File: config.mk
export PLATFORM = sky130hd
export DESIGN_NAME = ioport_bank
export DESIGN_NICKNAME = d
export VERILOG_FILES = /design/src/rtl/ioport_pkg.sv /design/src/rtl/ioport_decode.sv /design/src/rtl/ioport_latch.sv /design/src/rtl/ioport_vwin.sv /design/src/rtl/ioport_bank.sv
export SDC_FILE = /design/constraint.sdc
export NUM_CORES = 1
export LEC_CHECK = 0
export BUFFER_PORTS_ARGS = -buffer_cell sky130_fd_sc_hd__buf_2
export CAP_MARGIN = 10
export CORE_MARGIN = 5
export CORE_UTILIZATION = 40
export CTS_CLUSTER_SIZE = 25
export DETAILED_ROUTE_END_ITERATION = 8
export GPL_ROUTABILITY_DRIVEN = 0
export SKIP_LAST_GASP = 1
export SYNTH_ARGS = -nofsm -noshare
export SYNTH_HDL_FRONTEND = slang
export SYNTH_SLANG_ARGS = --single-unit
File: constraint.sdc
create_clock -name clk -period 2.8 [get_ports clk]
set_input_delay 0.14 -clock clk [delete_from_list [all_inputs] [get_ports clk]]
set_output_delay 0.14 -clock clk [all_outputs]
set_load 0.03 [all_outputs]
File: src/rtl/ioport_pkg.sv
package ioport_pkg;

    // Which port the decoder has picked for the current address
    typedef enum logic [1:0] {
        PSEL_NONE,
        PSEL_LATCH,
        PSEL_VIDX,
        PSEL_VDATA
    } psel_e;

    // Bit positions in the control latch; the external lines decode them
    localparam int LB_DRV_A   = 0;
    localparam int LB_DRV_B   = 1;
    localparam int LB_SIDE    = 2;
    localparam int LB_STROBE  = 3;
    localparam int LB_MOTOR   = 4;
    localparam int LB_DDEN    = 5;
    localparam int LB_CHARSET = 6;
    localparam int LB_BANK    = 7;

    // Bit in which a latch-window read reports the printer busy flag
    localparam int LB_BUSY    = 6;

endpackage

File: src/rtl/ioport_decode.sv
module ioport_decode
    import ioport_pkg::*;
#(
    parameter int                ADDR_W     = 8,
    parameter logic [ADDR_W-1:0] LATCH_PORT = 8'h14,
    parameter logic [ADDR_W-1:0] VIDEO_PORT = 8'h1C
) (
    input  logic [ADDR_W-1:0] addr,
    output psel_e             sel
);
    localparam int BLK_W = ADDR_W - 2;

    logic [BLK_W-1:0] blk;
    logic             unused_a1;

    // Bits 1..0 play no part in picking a port; bit 0 only splits the display window
    assign blk       = addr[ADDR_W-1:2];
    assign unused_a1 = addr[1];

    always_comb begin
        sel = PSEL_NONE;
        if (blk == LATCH_PORT[ADDR_W-1:2]) begin
            sel = PSEL_LATCH;
        end else if (blk == VIDEO_PORT[ADDR_W-1:2]) begin
            sel = addr[0] ? PSEL_VDATA : PSEL_VIDX;
        end
    end

endmodule

File: src/rtl/ioport_latch.sv
module ioport_latch #(
    parameter int DW = 8
) (
    input  logic          clk,
    input  logic          rst_n,
    input  logic          we,
    input  logic [DW-1:0] wdata,
    output logic [DW-1:0] q
);

    always_ff @(posedge clk or negedge rst_n) begin
        if (!rst_n) begin
            q <= '0;
        end else if (we) begin
            q <= wdata;
        end
    end

endmodule

File: src/rtl/ioport_vwin.sv
module ioport_vwin #(
    parameter int            DW         = 8,
    parameter int            NUM_REGS   = 16,
    parameter logic [DW-1:0] PARK_INDEX = 8'h1F
) (
    input  logic                   clk,
    input  logic                   rst_n,
    input  logic                   idx_we,
    input  logic                   data_we,
    input  logic [DW-1:0]          wdata,
    output logic [DW-1:0]          idx_q,
    output logic [DW-1:0]          rd_val,
    output logic [NUM_REGS*DW-1:0] regs_flat
);
    localparam int            IDX_W     = $clog2(NUM_REGS);
    localparam logic [DW-1:0] REG_LIMIT = DW'(NUM_REGS);

    logic [DW-1:0]    regs_q [NUM_REGS];
    logic             in_range;
    logic [IDX_W-1:0] slot;

    // The compare covers the full index byte, so any upper bit set parks the window
    assign in_range = (idx_q < REG_LIMIT);
    assign slot     = idx_q[IDX_W-1:0];

    always_ff @(posedge clk or negedge rst_n) begin
        if (!rst_n) begin
            idx_q <= PARK_INDEX;
        end else if (idx_we) begin
            idx_q <= wdata;
        end
    end

    for (genvar i = 0; i < NUM_REGS; i++) begin : g_reg
        logic hit;

        assign hit = data_we && in_range && (slot == IDX_W'(i));

        always_ff @(posedge clk or negedge rst_n) begin
            if (!rst_n) begin
                regs_q[i] <= '0;
            end else if (hit) begin
                regs_q[i] <= wdata;
            end
        end

        assign regs_flat[i*DW +: DW] = regs_q[i];
    end

    assign rd_val = in_range ? regs_q[slot] : '0;

endmodule

File: src/rtl/ioport_bank.sv
module ioport_bank
    import ioport_pkg::*;
#(
    parameter int             DW         = 8,
    parameter int             ADDR_W     = 8,
    parameter int             NUM_REGS   = 16,
    parameter logic [ADDR_W-1:0] LATCH_PORT = 8'h14,
    parameter logic [ADDR_W-1:0] VIDEO_PORT = 8'h1C,
    parameter logic [DW-1:0]  PARK_INDEX = 8'h1F
) (
    input  logic                   clk,
    input  logic                   rst_n,
    input  logic [ADDR_W-1:0]      addr,
    input  logic                   wr_en,
    input  logic                   rd_en,
    input  logic [DW-1:0]          wdata,
    output logic [DW-1:0]          rdata,
    input  logic                   prn_busy,
    output logic                   drv_a_n,
    output logic                   drv_b_n,
    output logic                   side_one_n,
    output logic                   prn_strobe_n,
    output logic                   motor_on,
    output logic                   dden_n,
    output logic                   charset_sel,
    output logic                   bank_sel,
    output logic [NUM_REGS*DW-1:0] vreg_flat
);

    psel_e         sel;
    logic          latch_we;
    logic          vidx_we;
    logic          vdata_we;
    logic [DW-1:0] latch_q;
    logic [DW-1:0] vidx_q;
    logic [DW-1:0] vdata_rd;

    ioport_decode #(
        .ADDR_W     (ADDR_W),
        .LATCH_PORT (LATCH_PORT),
        .VIDEO_PORT (VIDEO_PORT)
    ) u_decode (
        .addr (addr),
        .sel  (sel)
    );

    // A given address decodes to one port, so a strobe enables at most one store
    assign latch_we = wr_en && (sel == PSEL_LATCH);
    assign vidx_we  = wr_en && (sel == PSEL_VIDX);
    assign vdata_we = wr_en && (sel == PSEL_VDATA);

    ioport_latch #(
        .DW (DW)
    ) u_latch (
        .clk   (clk),
        .rst_n (rst_n),
        .we    (latch_we),
        .wdata (wdata),
        .q     (latch_q)
    );

    ioport_vwin #(
        .DW         (DW),
        .NUM_REGS   (NUM_REGS),
        .PARK_INDEX (PARK_INDEX)
    ) u_vwin (
        .clk       (clk),
        .rst_n     (rst_n),
        .idx_we    (vidx_we),
        .data_we   (vdata_we),
        .wdata     (wdata),
        .idx_q     (vidx_q),
        .rd_val    (vdata_rd),
        .regs_flat (vreg_flat)
    );

    // Read mux: the latch itself is never readable, only the busy flag
    always_comb begin
        rdata = '0;
        if (rd_en) begin
            unique case (sel)
                PSEL_LATCH: rdata[LB_BUSY] = prn_busy;
                PSEL_VIDX:  rdata = vidx_q;
                PSEL_VDATA: rdata = vdata_rd;
                PSEL_NONE:  rdata = '0;
            endcase
        end
    end

    assign drv_a_n      = latch_q[LB_DRV_A];
    assign drv_b_n      = latch_q[LB_DRV_B];
    assign side_one_n   = latch_q[LB_SIDE];
    assign prn_strobe_n = latch_q[LB_STROBE];
    assign motor_on     = latch_q[LB_MOTOR];
    assign dden_n       = latch_q[LB_DDEN];
    assign charset_sel  = latch_q[LB_CHARSET];
    assign bank_sel     = latch_q[LB_BANK];

endmodule

# --- Yosys cells after proc, flatten, opt, wreduce, memory -nomap -nowiden ---
# Index checks and enable logic that the tools add are counted.
# W data, S select, Z words.
op_classes:
  n_eq_ne: 20
  magnitude_cmp: 2
  mux: 11
  reduce_logical: 22
  n_bitwise: 1
op_table:
  columns: ["cell", "n"]
  rows:
  - ["$bmux W8 S4", 1]
  - ["$eq A4 B4 Y1 const B", 8]
  - ["$mux W8", 4]
  - ["$logic_and A1 B1 Y1", 20]
  - ["$eq A4 B3 Y1 const B", 4]
  - ["$eq A6 B3 Y1 const B", 2]
  - ["$pmux W6 S2", 1]
  - ["$eq A4 B2 Y1 const B", 2]
  - ["$lt A8 B5 Y1 const B", 1]
  - ["$ge A5 B5 Y1 const B", 1]
  - ["$not A4 Y5", 1]
  - ["$eq A2 B2 Y1 const B", 2]
  - ["$eq A4 B1 Y1 const B", 1]
  - ["$logic_not A4 Y1", 1]
  - ["$mux W2", 2]
  - ["$pmux W1 S4", 1]
  - ["$eq A2 B1 Y1 const B", 1]
  - ["$logic_not A2 Y1", 1]
  - ["$pmux W1 S2", 1]
  - ["$mux W1", 1]
totals:
  output_inout_bits: 144
  wordCells: 74
  inputBits: 21
  regBits: 144

# --- Depth between registers and ports, before layout ---
# Gate-level depths: netlist of the first run.
logic_depth:
  ltp_word: 7
  depth_mapped: 6
  ltp_nobuf: 4

# --- Modules after synthesis ---
# A second synthesis of the first run with hierarchy kept.
hier_totals:
  cells_unflattened: 454
  hier_area_um2: 6946.7
modules_own_cells:
  columns: ["module", "cells_per_inst", "area_each_um2", "n_inst"]
  rows:
  - ["ioport_vwin", 407, 6406.1, 1]
  - ["ioport_latch", 17, 331.6, 1]
  - ["ioport_bank", 25, 165.2, 1]
  - ["ioport_decode", 5, 43.8, 1]

# --- Worst setup path before layout of the first run ---
# OpenSTA, ideal clock, no wires.
synth_timing:
  kind: "flip-flop to output port"
  start: "reg u_vwin.idx_q[1]"
  end: "out rdata[3]"
  path_slack_ns: 0.510
  required_ns: 2.660
  arrival_ns: 2.150
  path_stages_with_launch: 7
  path_cell_list: "dfstp_2 buf_2 buf_2 mux4_2 mux2_2 nand4_1 nand3_1"
synth_via:
  elab_chain_len: 7
  elab_cells_between_ends: 8
synth_lines:
  columns: ["element", "line", "rtl"]
  rows:
  - ["start: declaration", "ioport_vwin.sv:11", "output logic [DW-1:0] idx_q,"]
  - ["start signal: assignment", "ioport_vwin.sv:30", "idx_q <= wdata;"]
  - ["$not A4 Y5 (not written as such)", "ioport_vwin.sv:50", "assign rd_val = in_range ? regs_q[slot] : '0;"]
  - ["$bmux W8 S4", "ioport_vwin.sv:50", null]
  - ["$mux W8 (not written as such) (2 in series)", "ioport_vwin.sv:50", null]
  - ["$mux W8 *", "ioport_vwin.sv:50", null]
  - ["$pmux W6 S2 *", "ioport_bank.sv:81", "unique case (sel)"]
  - ["$mux W8 *", "ioport_bank.sv:80", "if (rd_en) begin"]
  - ["end: declaration", "ioport_bank.sv:17", "output logic [DW-1:0] rdata,"]
# Every way passes the cells marked *; elsewhere a longest branch is shown, timed or not. The select of a mux whose other input is x is not followed.

# --- Worst setup path after layout of the first run ---
layout_timing:
  start: "reg u_vwin.idx_q[1]"
  end: "out rdata[2]"
# Same word-level chain as after synthesis.

==> results of run 1 <==
## kinds of logic (layout without fill, tap and decap cells)
family	count (synthesis)	count (layout)	share of synthesized area
AOI/OAI and AO/OA	7	7	0.008878
buffers and inverters	28	214	0.01794
and+or+nand+nor	58	58	0.06844
DFF	144	144	0.5337
muxes	192	192	0.3711
## cells in the mapped netlist (all sizes together) (2+ instances only)
cell type and count:
and4 2, buf 12, clkbuf 14, dfrtp 139, dfstp 5, inv 2
mux2 150, mux2i 10, mux4 32, nand2 9, nand2b 3, nand3 8
nand3b 3, nand4 4, nor2 2, nor2b 3, nor3 11, o221ai 4
or3 2, or4 4
## layer usage
metal / up-vias / track usage / wire [um]
met3: 20 / 0.04738 / 899
met5: - / 0 / 0
met1: 2318 / 0.2481 / 7786
met4: 0 / 0.05507 / 268
met2: 130 / 0.3353 / 9747
li1: 1993 / - / -
## cells in the final DEF (no fill, tap or decap), types with 2 or more instances in the layout
cell         n
mux4_2      32
and4_1       2
dfstp_2      3
nand3b_1     3
nor3_4       9
nand2b_1     3
dfrtp_1    139
clkbuf_16   17
or4_1        4
nor2b_1      3
mux2i_1     10
clkbuf_8     4
nor3_2       2
clkinv_2     3
buf_12       3
inv_1        2
or3_1        2
o221ai_1     4
mux2_2     118
dfstp_4      2
nand2_1      9
nand3_1      8
buf_4       11
bufinv_16    6
buf_2      162
nand4_1      3
nor2_1       2
buf_6        3
mux2_1      32
## report_power, final
part / leakage (nW) / switching, mW / internal (mW) / total (mW)
clock network: 0.340 / 0.837 / 1.76 / 2.60
registers: 1.99 / 0.0520 / 2.13 / 2.18
logic: 2.26 / 0.232 / 0.140 / 0.372
## per-stage QoR
step                      area [um^2]  instances  hold WS (ns)
after floorplan                  6764        429       -0.1556
after global placement           7898        801       0.08197
after detailed placement         7898        801       0.09500
after CTS                        8600        834        0.1862
after global routing             8618        835        0.2338
final                            8618        835        0.2131
## flip-flops by register name, summed over array words and instances (netlist names)
name	cells
u_vwin.regs_flat	128
u_vwin.idx_q	8
u_latch.q	8
## how the worst min path moves through the flow
| stage | start | endpoint | slack (ns) | cells past startpoint |
|---|---|---|---|---|
| 6_report | rst_n | u_vwin.regs_flat[109] | 0.21 | 2 |
| 5_1_grt | wdata[6] | u_vwin.regs_flat[70] | 0.23 | 2 |
| 4_1_cts | wdata[6] | u_vwin.regs_flat[22] | 0.19 | 2 |
| 3_5_place_dp | rst_n | u_vwin.regs_flat[109] | 0.1 | 1 |
| 3_3_place_gp | rst_n | u_vwin.regs_flat[109] | 0.08 | 1 |
| 2_1_floorplan | rst_n | u_latch.q[0] | -0.16 | 0 |
## area by class of cell
type	count	area share
timing repair buffer	180	0.1157
tap	220	0.03194
multi-input combinational	257	0.3519
sequential	144	0.4197
clock inverter	10	0.02366
clock buffer	22	0.05618
inverter	2	0.0008711
## worst max-delay path, cell delays in order, from the launching register on
cell      delay (ns)
dfstp_4         0.69
buf_4           0.21
mux4_2          0.51
mux2i_1         0.21
o221ai_1        0.23
buf_2           0.23
## repair_timing
action,in CTS,in global routing
endpoints found under the setup margin,8,8
endpoints found under the hold margin,45,0
setup buffers,0,1
gates resized for setup,1,3
hold buffers,1,0
==> flow_summary.ini, run 1 <==
[global_routing]
grt_pass1_wl_mm = 29.48
antenna_found_initial = 0
groute.usage.overall = 0.1955
grt_overflow = 0
grt_pass1_vias = 4904
grt_max_degree = 100

[yosys]
ys_warn_count = 0
syn-num-nets = 450
synthCells = 429
synth.avg_cell_area_um2 = 15.77
ys_types = 35
ys_seq_area_frac = 0.5337
synth_edf_count = 0
synthesis.area_mm2 = 0.006764
synth_area_leaders = dfrtp_1 (51%), mux2_2 (20%), mux4_2 (11%), mux2_1 (5.3%), nor3_4 (2.2%)
yosys.area.top_type = dfrtp_1
synth-seq-cells = 144
synth_top_cell_area_share = 0.5142
async_flop_share = 1.000
synth-main-ff-cell = dfrtp_1

[placed_design]
port_buffers = 163
dpl.hpwl_mm = 13.49
pre_cts_slack_ns = 0.3696

[drt]
post-route-drc-count = 0
wire_per_inst_um = 22.40
ant_nets = 0
vias = 4461
dr.pass1.iters = 4
drt_iter0_drc = 180
wl_mm = 18.70
via_per_inst = 5.343

[clocking]
clock-sinks = 144
path_clk_slew_ns = 0.06
cts_tree = done
cts_max_level = 4
clock_path_buffers = 2
clockRootBuffer = clkbuf_16
insertion_delay_ns = 0.41
cts-buffers-inserted = 17

[final_layout]
diodes = 0
synthToLayoutAreaGrowth_pct = 27.41
fin_util = 0.5197
register_area_mm2 = 0.003617
multi_input_area_mm2 = 0.003033
fin_nets = 623
layout-drive-gt1-share = 0.6130
fillers = 1497

[worst_setup_path]
arrival_ns = 2.49
r2r-end = u_vwin.regs_flat[20]
crit_end = rdata[2]
critPathRequiredTime_ns = 2.66
start_kind = flop
cp-startpoint = u_vwin.idx_q[1]
path_max_fanout = 6
r2r-start = u_vwin.idx_q[7]
end_kind = output pin
critPathKind = flop to output pin
rrSetupSlack_ns = 0.45
rr_worst_depth = 5

[sta]
timing.final.crit_share = 0.9405
worst_pin_slew_ns = 0.6603
rsz0062_at_grt = false
hold_violations = 0
slew_headroom = 0.5584
setup_viol = 0
drv_slew = 0
fin_tns_setup_ns = 0
finClkSkew_ns = 0.005606
final.setup.worst_slack_ns = 0.1666
fmax_ghz = 0.3797
period_needed_ns = 2.633

[floorplan]
die_width_um = 140.0
start_util = 0.4079
ios = 165
die-area_mm2 = 0.01961
num_rows = 47
die_h_um = 140.0
coreArea_mm2 = 0.01658

[pwr]
power_density_mw_per_mm2 = 597.8
power.total_mw = 5.152
p_leak_nw = 4.586
ir_worst_vdd_mv = 0.4020

[run]
drv_cap = 0

[outcome]
outcome = completed

[hold_path]
hp-class = input port to asynchronous set/reset pin
Power figures use the tool's default switching activity.
==> run 2: changes to the inputs <==
Settings changed: GPL_ROUTABILITY_DRIVEN 0 to not set, PLACE_DENSITY set to 0.64.
==> flow_summary.ini, run 2 (synthesized netlist as in run 1, its figures left out) <==
[global_routing]
antenna_found_initial = 0
groute.usage.overall = 0.1955
grt_pass1_vias = 4817
grt_pass1_wl_mm = 29.24
grt_max_degree = 81
grt_overflow = 0

[final_layout]
largest_register_ffs = 128
final_cell_mix = buf_2 (162), dfrtp_1 (139), mux2_2 (118)
synthToLayoutAreaGrowth_pct = 25.60
layout-drive-gt1-share = 0.6115
fin_nets = 620
multi_input_area_mm2 = 0.003033
register_area_mm2 = 0.003610
design_area_mm2 = 0.008496
diodes = 0
final_common_cell = buf_2
fillers = 1453

[clocking]
cts_max_level = 4
insertion_delay_ns = 0.42
clock-sinks = 144
cts_tree = done
clockRootBuffer = clkbuf_16
path_clk_slew_ns = 0.06
cts-buffers-inserted = 17
clock_path_buffers = 2

[worst_setup_path]
slowest_stage = dfstp_2
critPathKind = flop to output pin
end_kind = output pin
cp.depth = 6
path_cells = buf_12, mux4_2, mux2_2, nand4_1, nand3_1, buf_2
r2r-start = u_vwin.idx_q[6]
critPathRequiredTime_ns = 2.66
path_buf_inv = 2
cp-startpoint = u_vwin.idx_q[1]
path_delay_family = multiplexers
rr_worst_depth = 5
start_kind = flop
path_max_fanout = 31
r2r-end = u_vwin.regs_flat[20]
rrSetupSlack_ns = 0.40
crit_end = rdata[5]
arrival_ns = 2.49
cpPeakStageDelay_ns = 0.55

[drt]
vias = 4458
wl_mm = 18.70
wire_per_inst_um = 22.52
via_per_inst = 5.371
dr.pass1.iters = 4
post-route-drc-count = 0
drt_iter0_drc = 166
ant_nets = 0

[sta]
fin_tns_setup_ns = 0
period_needed_ns = 2.627
fmax_ghz = 0.3806
drv_slew = 0
setup_viol = 0
hold_violations = 0
finClkSkew_ns = 0.004832
slew_headroom = 0.4967
rsz0062_at_grt = false
worst_pin_slew_ns = 0.7549
timing.final.crit_share = 0.9383

[floorplan]
coreArea_mm2 = 0.01658
start_util = 0.4079
die_h_um = 140.0
die_width_um = 140.0
die-area_mm2 = 0.01961
num_rows = 47
ios = 165

[pwr]
ir_worst_vdd_mv = 0.3966
p_leak_nw = 4.516
power_density_mw_per_mm2 = 570.1

[run]
drv_cap = 0

[hold_path]
hp-class = input port to flop

[placed_design]
port_buffers = 163
routabilityCongestion = 0.7966
place_area_mm2 = 0.007883
dpl.hpwl_mm = 13.47

[outcome]
outcome = completed
[run 2: cell types whose count changed in the layout (fill, tap and decap cells not counted), sizes merged]
cell and delta:
bufinv -3, clkbuf -2, buf -3, clkinvlp +3
[run 2: report_power, final]
group,leakage (nW),switching (mW),internal (mW)
Sequential,1.98,0.0421,2.13
Combinational,2.24,0.241,0.135
Clock,0.290,0.842,1.46
Total,4.52,1.13,3.72
[run 2: worst min-delay path by stage]
stage	startpoint	to	slack [ns]	cells past startpoint
CTS	wdata[3]	u_vwin.regs_flat[83]	0.19	2
finish	wdata[3]	u_vwin.regs_flat[83]	0.21	2
global route	wdata[7]	u_vwin.regs_flat[23]	0.22	2
global placement	rst_n	u_vwin.regs_flat[109]	0.22	1
detailed placement	rst_n	u_vwin.regs_flat[109]	0.24	1
floorplan	rst_n	u_latch.q[0]	-0.16	0
[run 2: metal layers]
metal	GRT usage	up-vias	share of wire
li1	-	1985	-
met1	0.2420	2336	0.42
met2	0.3338	115	0.52
met3	0.04499	22	0.043
met4	0.07547	0	0.022
met5	0	-	0
[run 2: layout make-up]
type / count / area share
clock buffers: 20 / 0.05493
clock inverters: 10 / 0.01605
flip-flops and latches: 144 / 0.4249
repair buffers: 177 / 0.1138
inverters: 2 / 0.0008837
well taps: 220 / 0.03240
multi-input cells: 257 / 0.3570
[run 2: per-stage QoR]
step | cells | hold WS, ns | setup slack (ns) | utilization | total power, mW
after floorplan | 429 | -0.1556 | 0.5103 | - | 2.412
after global placement | 799 | 0.2193 | 0.5091 | 0.4753 | 2.574
after detailed placement | 799 | 0.2391 | 0.3884 | 0.4753 | 2.585
after CTS | 830 | 0.1922 | 0.1277 | 0.5123 | 4.896
after global routing | 830 | 0.2227 | 0.03029 | 0.5123 | 5.011
final | 830 | 0.2129 | 0.1727 | 0.5123 | 4.843
[run 2: timing repair]
| item | 4_1_cts | 5_1_grt |
|---|---|---|
| hold endpoints to repair | 79 | 0 |
| setup buffers | 0 | 0 |
| hold buffers | 1 | 0 |
| gates resized for setup | 0 | 0 |
==> run 3: changes to the inputs <==
Settings changed: CORE_UTILIZATION 40 to 31, PLACE_DENSITY 0.64 to 0.52.
==> flow_summary.ini, run 3 (synthesized netlist as in run 1, its figures left out) <==
[clocking]
cts_resized = 0
cts_setup_buffers = 0
cts-buffers-inserted = 17
cts_tree = done
clockRootBuffer = clkbuf_16
clock-sinks = 144
path_clk_slew_ns = 0.06
clock_path_buffers = 2
ctsHoldBuffers = 1
insertion_delay_ns = 0.42
cts_max_level = 4

[worst_setup_path]
path_max_fanout = 19
start_kind = flop
end_kind = output pin
critPathRequiredTime_ns = 2.66
arrival_ns = 2.47
cpPeakStageDelay_ns = 0.58
slowest_stage = dfstp_2
path_cells = buf_12, mux4_2, mux2_2, nand4_1, nand3_1, buf_2
critPathKind = flop to output pin

[floorplan]
coreArea_mm2 = 0.02162
die-area_mm2 = 0.02487
ios = 165
num_rows = 54
start_util = 0.3128
die_width_um = 157.7
die_h_um = 157.7

[run]
drv_cap = 0

[sta]
worst_pin_slew_ns = 0.5898
finClkSkew_ns = 0.007289
rsz0062_at_grt = false
timing.final.crit_share = 0.9318
hold_violations = 0
slew_headroom = 0.6055
fin_tns_setup_ns = 0
drv_slew = 0
period_needed_ns = 2.609
setup_viol = 0
fmax_ghz = 0.3833
final.setup.worst_slack_ns = 0.1910

[final_layout]
multi_input_area_mm2 = 0.003033
final_cell_mix = buf_2 (162), dfrtp_1 (139), mux2_2 (118)
largest_register_ffs = 128
synthToLayoutAreaGrowth_pct = 26.27
final_common_cell = buf_2
fin_nets = 624
layout-drive-gt1-share = 0.6136
fillers = 2067
register_area_mm2 = 0.003610

[hold_path]
hp-class = input port to flop

[pwr]
ir_worst_vdd_mv = 0.3841
p_leak_nw = 4.502
power.total_mw = 4.640
power_density_mw_per_mm2 = 543.3

[global_routing]
grt_max_degree = 60
grt_overflow = 0
antenna_found_initial = 1
grt_pass1_vias = 4871
grt_pass1_wl_mm = 30.85
groute.usage.overall = 0.1670

[drt]
via_per_inst = 5.035
post-route-drc-count = 0
ant_nets = 0
dr.pass1.iters = 4
wl_mm = 20.22
vias = 4516
drt_iter0_drc = 228
wire_per_inst_um = 22.55

[outcome]
outcome = completed

[placed_design]
pre_cts_slack_ns = 0.4600
port_buffers = 163
routabilityCongestion = 0.7888
dpl.hpwl_mm = 14.49
-- run 3: cell types whose count changed in the layout (fill, tap and decap cells not counted) --
cell	change
clkinvlp_4	+2
diode_2	+1
buf_4	+4
inv_6	+2
bufinv_16	-3
clkinv_2	+1
clkbuf_8	-1
clkbuf_1	+1
-- run 3: layout make-up --
| cell class | instances | share of cell area |
|---|---|---|
| repair buffers | 181 | 0.1168 |
| clock buffers | 20 | 0.05347 |
| clock inverters | 12 | 0.009815 |
| diodes | 1 | 0.0002930 |
| multi-input cells | 257 | 0.3551 |
| well taps | 280 | 0.04102 |
| inverters | 2 | 0.0008790 |
| flip-flops and latches | 144 | 0.4226 |
-- run 3: final timing paths --
path / cells after the start / slack, ns / to / from
setup / recovery: 6 / 0.19 / rdata[3] / u_vwin.idx_q[1]
min in group asynchronous: 2 / 0.25 / u_vwin.regs_flat[108] / rst_n
hold / removal: 2 / 0.23 / u_vwin.regs_flat[18] / wdata[2]
setup reg to reg: 5 / 0.47 / u_vwin.regs_flat[65] / u_vwin.idx_q[7]
hold reg to reg: 1 / 0.50 / u_latch.q[7] / u_latch.q[7]
max in group asynchronous: 3 / 1.67 / u_vwin.regs_flat[61] / rst_n
-- run 3: routing by layer --
metal	global-route usage	wire, um	vias to the layer above	part of all wire
met4	0.05080	304	0	0.015
met1	0.2191	8795	2379	0.43
met5	0	0	-	0
met2	0.2827	10240	128	0.51
met3	0.03007	883	19	0.044
li1	-	-	1990	-
-- run 3: through the flow --
stage | hold slack, ns | util | area, um^2 | cells
5_1_grt | 0.2385 | 0.3950 | 8541 | 897
3_3_place_gp | 0.1390 | 0.3694 | 7988 | 863
3_5_place_dp | 0.1384 | 0.3694 | 7988 | 863
2_1_floorplan | -0.1556 | - | 6764 | 429
6_report | 0.2251 | 0.3950 | 8541 | 897
4_1_cts | 0.2005 | 0.3949 | 8538 | 896
-- run 3: critical path: cells and delay by family (launching register included) --
family / cells / cell delay (ns)
buf+inv: 2 / 0.41
mux: 2 / 0.85
simple gates: 2 / 0.21
flops: 1 / 0.58
-- run 3: where the power goes --
group          switching, mW  total, mW  internal (mW)
Combinational          0.256      0.393          0.137
Sequential            0.0334       2.16           2.12
Clock                  0.911       2.09           1.18
Total                   1.20       4.64           3.44
